**src/rtl/rwd_pkg.sv**
```systemverilog
package rwd_pkg;

    typedef enum logic [2:0] {
        ST_HOLD,
        ST_LONG,
        ST_CLOSED,
        ST_OPEN,
        ST_WDRST,
        ST_SUSPEND,
        ST_DISABLED
    } rwd_state_e;

endpackage

```
**src/rtl/rwd_trig_detect.sv**
```systemverilog
// Samples the service bit once per tick and flags the high..high,low..low pattern.
module rwd_trig_detect #(
    parameter int HI_N = 2,
    parameter int LO_N = 2
) (
    input  logic clk,
    input  logic rst_n,
    input  logic tick,
    input  logic clear,
    input  logic trig_bit,
    output logic trig_evt
);
    localparam int LEN = HI_N + LO_N;
    localparam logic [LEN-1:0] PATTERN = {{HI_N{1'b1}}, {LO_N{1'b0}}};

    logic [LEN-1:0] hist_q;
    logic [LEN-1:0] hist_next;

    // Newest sample enters at bit 0, oldest sits at the top.
    assign hist_next = {hist_q[LEN-2:0], trig_bit};

    always_ff @(posedge clk or negedge rst_n) begin
        if (!rst_n) begin
            hist_q <= '0;
        end else if (clear) begin
            hist_q <= '0;
        end else if (tick) begin
            hist_q <= hist_next;
        end
    end

    assign trig_evt = tick && !clear && (hist_next == PATTERN);

endmodule

```
**src/rtl/rwd_sticky_flag.sv**
```systemverilog
// Diagnostic flag: set dominates clear.
module rwd_sticky_flag (
    input  logic clk,
    input  logic rst_n,
    input  logic set,
    input  logic clear,
    output logic flag
);
    always_ff @(posedge clk or negedge rst_n) begin
        if (!rst_n) begin
            flag <= 1'b0;
        end else if (set) begin
            flag <= 1'b1;
        end else if (clear) begin
            flag <= 1'b0;
        end
    end
endmodule

```
**src/rtl/rwd_fsm.sv**
```systemverilog
// Reset and watchdog window sequencer; all durations in time-base ticks.
module rwd_fsm
    import rwd_pkg::*;
#(
    parameter int POR_TICKS    = 16,
    parameter int LONG_TICKS   = 32,
    parameter int CLOSED_TICKS = 12,
    parameter int OPEN_TICKS   = 20,
    parameter int WDR_TICKS    = 4
) (
    input  logic clk,
    input  logic rst_n,
    input  logic tick,
    input  logic supply_ok,
    input  logic trig_evt,
    input  logic susp_req,
    input  logic flash_mode,
    output logic rst_out_n,
    output logic wdr_enter,
    output logic por_enter
);
    localparam int MAX_AB = (POR_TICKS > LONG_TICKS) ? POR_TICKS : LONG_TICKS;
    localparam int MAX_CD = (CLOSED_TICKS > OPEN_TICKS) ? CLOSED_TICKS : OPEN_TICKS;
    localparam int MAX_ABCD = (MAX_AB > MAX_CD) ? MAX_AB : MAX_CD;
    localparam int MAX_T = (MAX_ABCD > WDR_TICKS) ? MAX_ABCD : WDR_TICKS;
    localparam int CNT_W = (MAX_T > 1) ? $clog2(MAX_T) : 1;

    localparam logic [CNT_W-1:0] POR_LAST    = CNT_W'(POR_TICKS - 1);
    localparam logic [CNT_W-1:0] LONG_LAST   = CNT_W'(LONG_TICKS - 1);
    localparam logic [CNT_W-1:0] CLOSED_LAST = CNT_W'(CLOSED_TICKS - 1);
    localparam logic [CNT_W-1:0] OPEN_LAST   = CNT_W'(OPEN_TICKS - 1);
    localparam logic [CNT_W-1:0] WDR_LAST    = CNT_W'(WDR_TICKS - 1);

    rwd_state_e       state_q, state_d;
    logic [CNT_W-1:0] cnt_q;
    logic [CNT_W-1:0] limit;
    logic             win_done;

    always_comb begin
        unique case (state_q)
            ST_HOLD:   limit = POR_LAST;
            ST_LONG:   limit = LONG_LAST;
            ST_CLOSED: limit = CLOSED_LAST;
            ST_OPEN:   limit = OPEN_LAST;
            ST_WDRST:  limit = WDR_LAST;
            default:   limit = '0;
        endcase
    end

    assign win_done = tick && (cnt_q == limit);

    // State register and tick counter.
    always_ff @(posedge clk or negedge rst_n) begin
        if (!rst_n) begin
            state_q <= ST_HOLD;
            cnt_q   <= '0;
        end else begin
            state_q <= state_d;
            if ((state_d != state_q) || !supply_ok) begin
                cnt_q <= '0;
            end else if (tick) begin
                cnt_q <= cnt_q + 1'b1;
            end
        end
    end

    // Next-state decision.
    always_comb begin
        state_d = state_q;
        if (!supply_ok) begin
            state_d = ST_HOLD;
        end else begin
            unique case (state_q)
                ST_HOLD: begin
                    if (win_done) state_d = ST_LONG;
                end
                ST_LONG: begin
                    if (flash_mode)    state_d = ST_DISABLED;
                    else if (susp_req) state_d = ST_SUSPEND;
                    else if (trig_evt) state_d = ST_CLOSED;
                    else if (win_done) state_d = ST_WDRST;
                end
                ST_CLOSED: begin
                    if (flash_mode)    state_d = ST_DISABLED;
                    else if (susp_req) state_d = ST_SUSPEND;
                    else if (trig_evt) state_d = ST_WDRST;
                    else if (win_done) state_d = ST_OPEN;
                end
                ST_OPEN: begin
                    if (flash_mode)    state_d = ST_DISABLED;
                    else if (susp_req) state_d = ST_SUSPEND;
                    else if (trig_evt) state_d = ST_CLOSED;
                    else if (win_done) state_d = ST_WDRST;
                end
                ST_WDRST: begin
                    if (win_done) state_d = ST_LONG;
                end
                ST_SUSPEND: begin
                    if (flash_mode)     state_d = ST_DISABLED;
                    else if (!susp_req) state_d = ST_LONG;
                end
                ST_DISABLED: begin
                    if (!flash_mode) state_d = ST_LONG;
                end
                default: state_d = ST_HOLD;
            endcase
        end
    end

    // Outputs.
    always_comb begin
        rst_out_n = supply_ok && (state_q != ST_HOLD) && (state_q != ST_WDRST);
        wdr_enter = (state_d == ST_WDRST) && (state_q != ST_WDRST);
        por_enter = (state_d == ST_HOLD) && (state_q != ST_HOLD);
    end

endmodule

```
**src/rtl/rst_wdog_gen.sv**
```systemverilog
module rst_wdog_gen #(
    parameter int POR_TICKS    = 16,
    parameter int LONG_TICKS   = 32,
    parameter int CLOSED_TICKS = 12,
    parameter int OPEN_TICKS   = 20,
    parameter int WDR_TICKS    = 4,
    parameter int TRIG_HI_N    = 2,
    parameter int TRIG_LO_N    = 2
) (
    input  logic clk,
    input  logic rst_n,
    input  logic tick,
    input  logic supply_ok,
    input  logic trig_bit,
    input  logic uc_sleep_en,
    input  logic low_current,
    input  logic flash_mode,
    input  logic diag_read,
    output logic rst_out_n,
    output logic wd_rst_flag,
    output logic clr_ctrl
);
    logic trig_evt;
    logic wdr_enter;
    logic por_enter;
    logic susp_req;

    assign susp_req = uc_sleep_en && low_current;

    rwd_trig_detect #(
        .HI_N(TRIG_HI_N),
        .LO_N(TRIG_LO_N)
    ) u_trig (
        .clk     (clk),
        .rst_n   (rst_n),
        .tick    (tick),
        .clear   (!rst_out_n),
        .trig_bit(trig_bit),
        .trig_evt(trig_evt)
    );

    rwd_fsm #(
        .POR_TICKS   (POR_TICKS),
        .LONG_TICKS  (LONG_TICKS),
        .CLOSED_TICKS(CLOSED_TICKS),
        .OPEN_TICKS  (OPEN_TICKS),
        .WDR_TICKS   (WDR_TICKS)
    ) u_fsm (
        .clk       (clk),
        .rst_n     (rst_n),
        .tick      (tick),
        .supply_ok (supply_ok),
        .trig_evt  (trig_evt),
        .susp_req  (susp_req),
        .flash_mode(flash_mode),
        .rst_out_n (rst_out_n),
        .wdr_enter (wdr_enter),
        .por_enter (por_enter)
    );

    rwd_sticky_flag u_flag (
        .clk  (clk),
        .rst_n(rst_n),
        .set  (wdr_enter),
        .clear(diag_read),
        .flag (wd_rst_flag)
    );

    assign clr_ctrl = wdr_enter || por_enter;

endmodule

```
**config.mk**
```make
export PLATFORM = sky130hd
export DESIGN_NAME = rst_wdog_gen
export DESIGN_NICKNAME = d
export VERILOG_FILES = /design/src/rtl/rwd_pkg.sv /design/src/rtl/rwd_trig_detect.sv /design/src/rtl/rwd_sticky_flag.sv /design/src/rtl/rwd_fsm.sv /design/src/rtl/rst_wdog_gen.sv
export SDC_FILE = /design/constraint.sdc
export NUM_CORES = 1
export LEC_CHECK = 0
export BUFFER_PORTS_ARGS = -buffer_cell sky130_fd_sc_hd__buf_2
export CAP_MARGIN = 10
export CORE_MARGIN = 3
export CORE_UTILIZATION = 49
export CTS_BUF_LIST = sky130_fd_sc_hd__clkbuf_4
export CTS_CLUSTER_SIZE = 20
export DETAILED_ROUTE_END_ITERATION = 7
export GPL_ROUTABILITY_DRIVEN = 0
export PLACE_DENSITY = 0.69
export SLEW_MARGIN = 40
export SYNTH_ARGS = -nofsm -noshare
export SYNTH_HDL_FRONTEND = slang
export SYNTH_SLANG_ARGS = --single-unit
export TNS_END_PERCENT = 5
```
**constraint.sdc**
```tcl
create_clock -name clk -period 2.53 [get_ports clk]
set_clock_uncertainty 0.15 [all_clocks]
set_input_delay 0.3795 -clock clk [delete_from_list [all_inputs] [get_ports clk]]
set_output_delay 0.3795 -clock clk [all_outputs]
set_load 0.02 [all_outputs]
```
==> results by group <==
Run status
  • Status: finished with violations
  • Failing checks: setup timing

Final layout
  • Final instance count without filler cells: 185
  • P&R area growth vs syn: 27.6%
  • Ant. Diodes: 0
  • # nets final: 169
  • Share of layout cells above drive strength 1: 31.0%

STA
  • Setup_tns: -0.153 ns
  • Relative slew slack: 67.1%
  • Hold_ws: 0.215 ns
  • Final WS setup: -0.153 ns
  • Least-Margin Pin Slew: 0.490 ns
  • Clock period minus worst slack: 2.68 ns
  • Max Clk Rate: 373 MHz
  • Fin. Hold Viols: 0
  • Final setup violation count: 1
  • Final worst path period share: 106%
  • RSZ-0062 raised after global routing: true
  • Final Slew Violations: 0

Worst hold path
  • Hold Path Origin: trig_bit
  • Worst hold path type: in -> reg
  • Hold path cells: 3
  • Worst Hold End: u_trig.hist_q[0]

Logic synthesis
  • Top cells by area, synth: dfrtp_1 28%, nand3_1 4.2%, a21oi_1 3.7%, mux2i_1 3.7%, nand2_1 3.1%
  • Syn nets: 140
  • Number of synthesized flops with an enable pin: 0
  • Ys flop type: dfrtp_1
  • Post-Syn Area per Cell: 8.33 um^2
  • Share of the synthesized area in the top cell type: 27.7%
  • Synth warn: 0
  • Number of synthesized register bits: 12
  • Post-synthesis cell type count: 50
  • Post-synth top area cell: dfrtp_1
  • Async SR Flop Fraction: 100%
  • Register area share after synthesis: 27.7%
  • Mapped Area: 0.00108 mm^2
  • Syn Inst Count: 130

Drt
  • Iteration-0 DRC Markers: 54
  • Vias per std cell: 6.41
  • Routed wire length: 3050 um
  • Router iterations before antenna repair: 4
  • Detailed-route via count: 1,185
  • Drt wl/cell: 16.5 um
  • Remaining antenna violation count: 0
  • Drc violations: 0

Critical path
  • Worst Path Max Fanout: 6
  • Setup crit end kind: output port
  • Worst path required time: 2.00 ns
  • Worst Path Arrival: 2.15 ns
  • RR Startpoint: u_fsm.state_q[0]
  • Crit path from: u_fsm.state_q[0]
  • Crit Path Class: reg -> out
  • Buf/Inv on CP: 2
  • CP max stage delay: 0.45 ns
  • CP delay by family, top: simple AND/OR/NAND/NOR gates
  • FF-to-FF setup slack: 0.25 ns
  • Cells on worst reg2reg path: 7
  • CP max stage cell: dfrtp_2
  • Worst-path cell chain: buf_6 -> nor4bb_2 -> o211ai_1 -> and3_4 -> nor2_2 -> a21oi_2 -> and4bb_1 -> buf_6
  • Critical Path Most Common Cell: buf_6
  • CP Launch Type: register
  • Worst reg2reg path endpoint: u_flag.flag

Global routing
  • Largest net degree at the start of global routing: 17
  • First-pass GRT wire length: 5020 um
  • Total Routing Usage GR: 24.8%
  • GR Overflow Total: 0
  • Antenna violations before repair: 0
  • Vias in the first global route: 1,123

Floorplan
  • Core Region: 0.00202 mm^2
  • Initial Util: 53.6%
  • # IOs: 12
  • FP Rows: 16
  • Die W: 53.0 um
  • Die ar.: 0.00281 mm^2
  • Die Span Y: 53.0 um

Clocking
  • CTS Buf Count: 3
  • Clk pin slew, worst setup/hold paths: 0.08 ns
  • Root Buffer: clkbuf_4
  • Htree depth: 1
  • Max Root-Sink Buffers: 2
  • TritonCTS clock tree: yes
  • Worst-skew pair later-pin latency: 0.28 ns
  • TritonCTS Sinks: 12

Flow run
  • Max_cap viols: 0

Pwr
  • Sequential share of power: 53.2%
  • VDD IR max: 0.293 mV
  • Net Sw Power: 101 uW
  • Static Leakage: 0.633 nW
  • Power share of the combinational group: 13.8%
  • Power per Cell Area: 273 mW/mm^2
  • Clock share of power: 33.1%
  • Sw Share: 26.9%
  • Int Pwr: 276 uW

Place
  • PortBufs: 11
  • Hpwl dp: 2240 um
  • DP Worst Slack: 0.0381 ns
  • Post-Place Cells: 174
==> per-stage QoR <==
stage               cell area [um^2]  utilization (%)  power [mW]
global route                    1380             68.4       0.400
finish                          1380             68.4       0.377
CTS                             1360             67.2       0.382
global placement                1240             61.4       0.250
detailed placement              1240             61.4       0.252
floorplan                       1080                -       0.230
==> worst register-to-register path, cell delays in order, from the launching register on <==
cell,delay [ns]
dfrtp_2,0.45
buf_2,0.17
or2_1,0.24
nor4_1,0.25
a311oi_2,0.18
buf_4,0.17
a211oi_1,0.40
o41ai_2,0.13
==> timing repair <==
item	in CTS	in global routing
gates cloned	1	0
hold endpoints to repair	12	0
endpoints found under the setup margin	1	1
gates resized for setup	9	7
hold buffers	1	0
pin swaps	11	1
buffers inserted	5	0
==> synthesized netlist by cell type, types with 2 or more instances <==
cell type,count
mux2i_1,4
a31oi_1,2
nor3_1,6
and2_1,3
nand3_1,9
nor2_1,8
or2_1,2
inv_1,5
and4bb_1,2
dfrtp_1,12
a21oi_1,8
xnor2_1,3
and3_1,4
nand2b_1,4
nand4_1,3
buf_2,2
o211ai_1,2
a311oi_1,2
nor3b_1,3
nand2_1,9
o21ai_0,3
xor2_1,2
o21a_1,2
clkbuf_1,4
==> cells in the final DEF, fill, tap and decap left out, types with 2 or more instances in the layout <==
cell type / synthesis / layout
dfrtp_1: 12 / 10
buf_2: 2 / 11
nand2b_1: 4 / 4
buf_4: 1 / 17
nand2_1: 9 / 9
and2_1: 3 / 3
o211ai_1: 2 / 2
a31oi_1: 2 / 2
dfrtp_2: 0 / 2
o21ai_2: 1 / 2
nand4_1: 3 / 3
nor3_1: 6 / 6
nand3_1: 9 / 9
a2111oi_4: 1 / 2
or2_1: 2 / 2
and4bb_1: 2 / 2
xnor2_1: 3 / 3
mux2i_1: 4 / 4
o21a_1: 2 / 2
a21oi_1: 8 / 7
and3_1: 4 / 3
buf_6: 0 / 3
clkbuf_4: 0 / 3
o21ai_1: 1 / 2
xor2_1: 2 / 2
inv_1: 5 / 5
a311oi_2: 0 / 2
nor2_1: 8 / 7
nor3b_1: 3 / 3
==> cells by family (layout without fill, tap and decap cells) <==
group	after synthesis	count (layout)	share of synthesized area, %
simple gates	58	58	30.5
xor+xnor	5	5	4.04
compound gates	37	37	27.8
fa+ha+maj	1	1	1.15
flops	12	12	27.7
mux	4	4	3.70
buf+inv	13	41	5.08
==> state kept, by name (all words and copies together), names as in the netlist <==
signal         count
u_trig.hist_q      3
u_fsm.cnt_q        5
u_fsm.state_q      3
u_flag.flag        1
==> power groups by stage <==
stage               sequential [mW]  clock (mW)  combinational (mW)
floorplan                     0.203           0              0.0268
global placement              0.204           0              0.0462
detailed placement            0.204           0              0.0475
CTS                           0.200       0.132              0.0502
global route                  0.201       0.141              0.0569
finish                        0.201       0.125              0.0519
==> per-layer routing <==
metal  up-vias  share of wire, %  GRT usage [%]  wire length (um)
li1        553                 -              -                 -
met4         0               3.7           16.2               113
met3        13               9.0           3.38               275
met1       552                44           33.4              1330
met5         -                 0              0                 0
met2        67                44           36.6              1330
==> final cells by class <==
class	count	area (um^2)
multi-input cells	105	774
fillers	181	639
flip-flops and latches	12	303
repair buffers	32	226
well taps	27	33.8
clock buffers	3	22.5
inverters	5	18.8
clock inverters	1	3.75
==> how the worst max path moves through the flow <==
stage	end	slack, ns	cells after the start
2_1_floorplan	clr_ctrl	0.26	7
3_3_place_gp	clr_ctrl	0.09	8
3_5_place_dp	clr_ctrl	0.04	8
4_1_cts	clr_ctrl	-0.10	8
5_1_grt	clr_ctrl	-0.32	8
6_report	clr_ctrl	-0.15	8
Note: power is estimated with default switching activity, not from simulation.
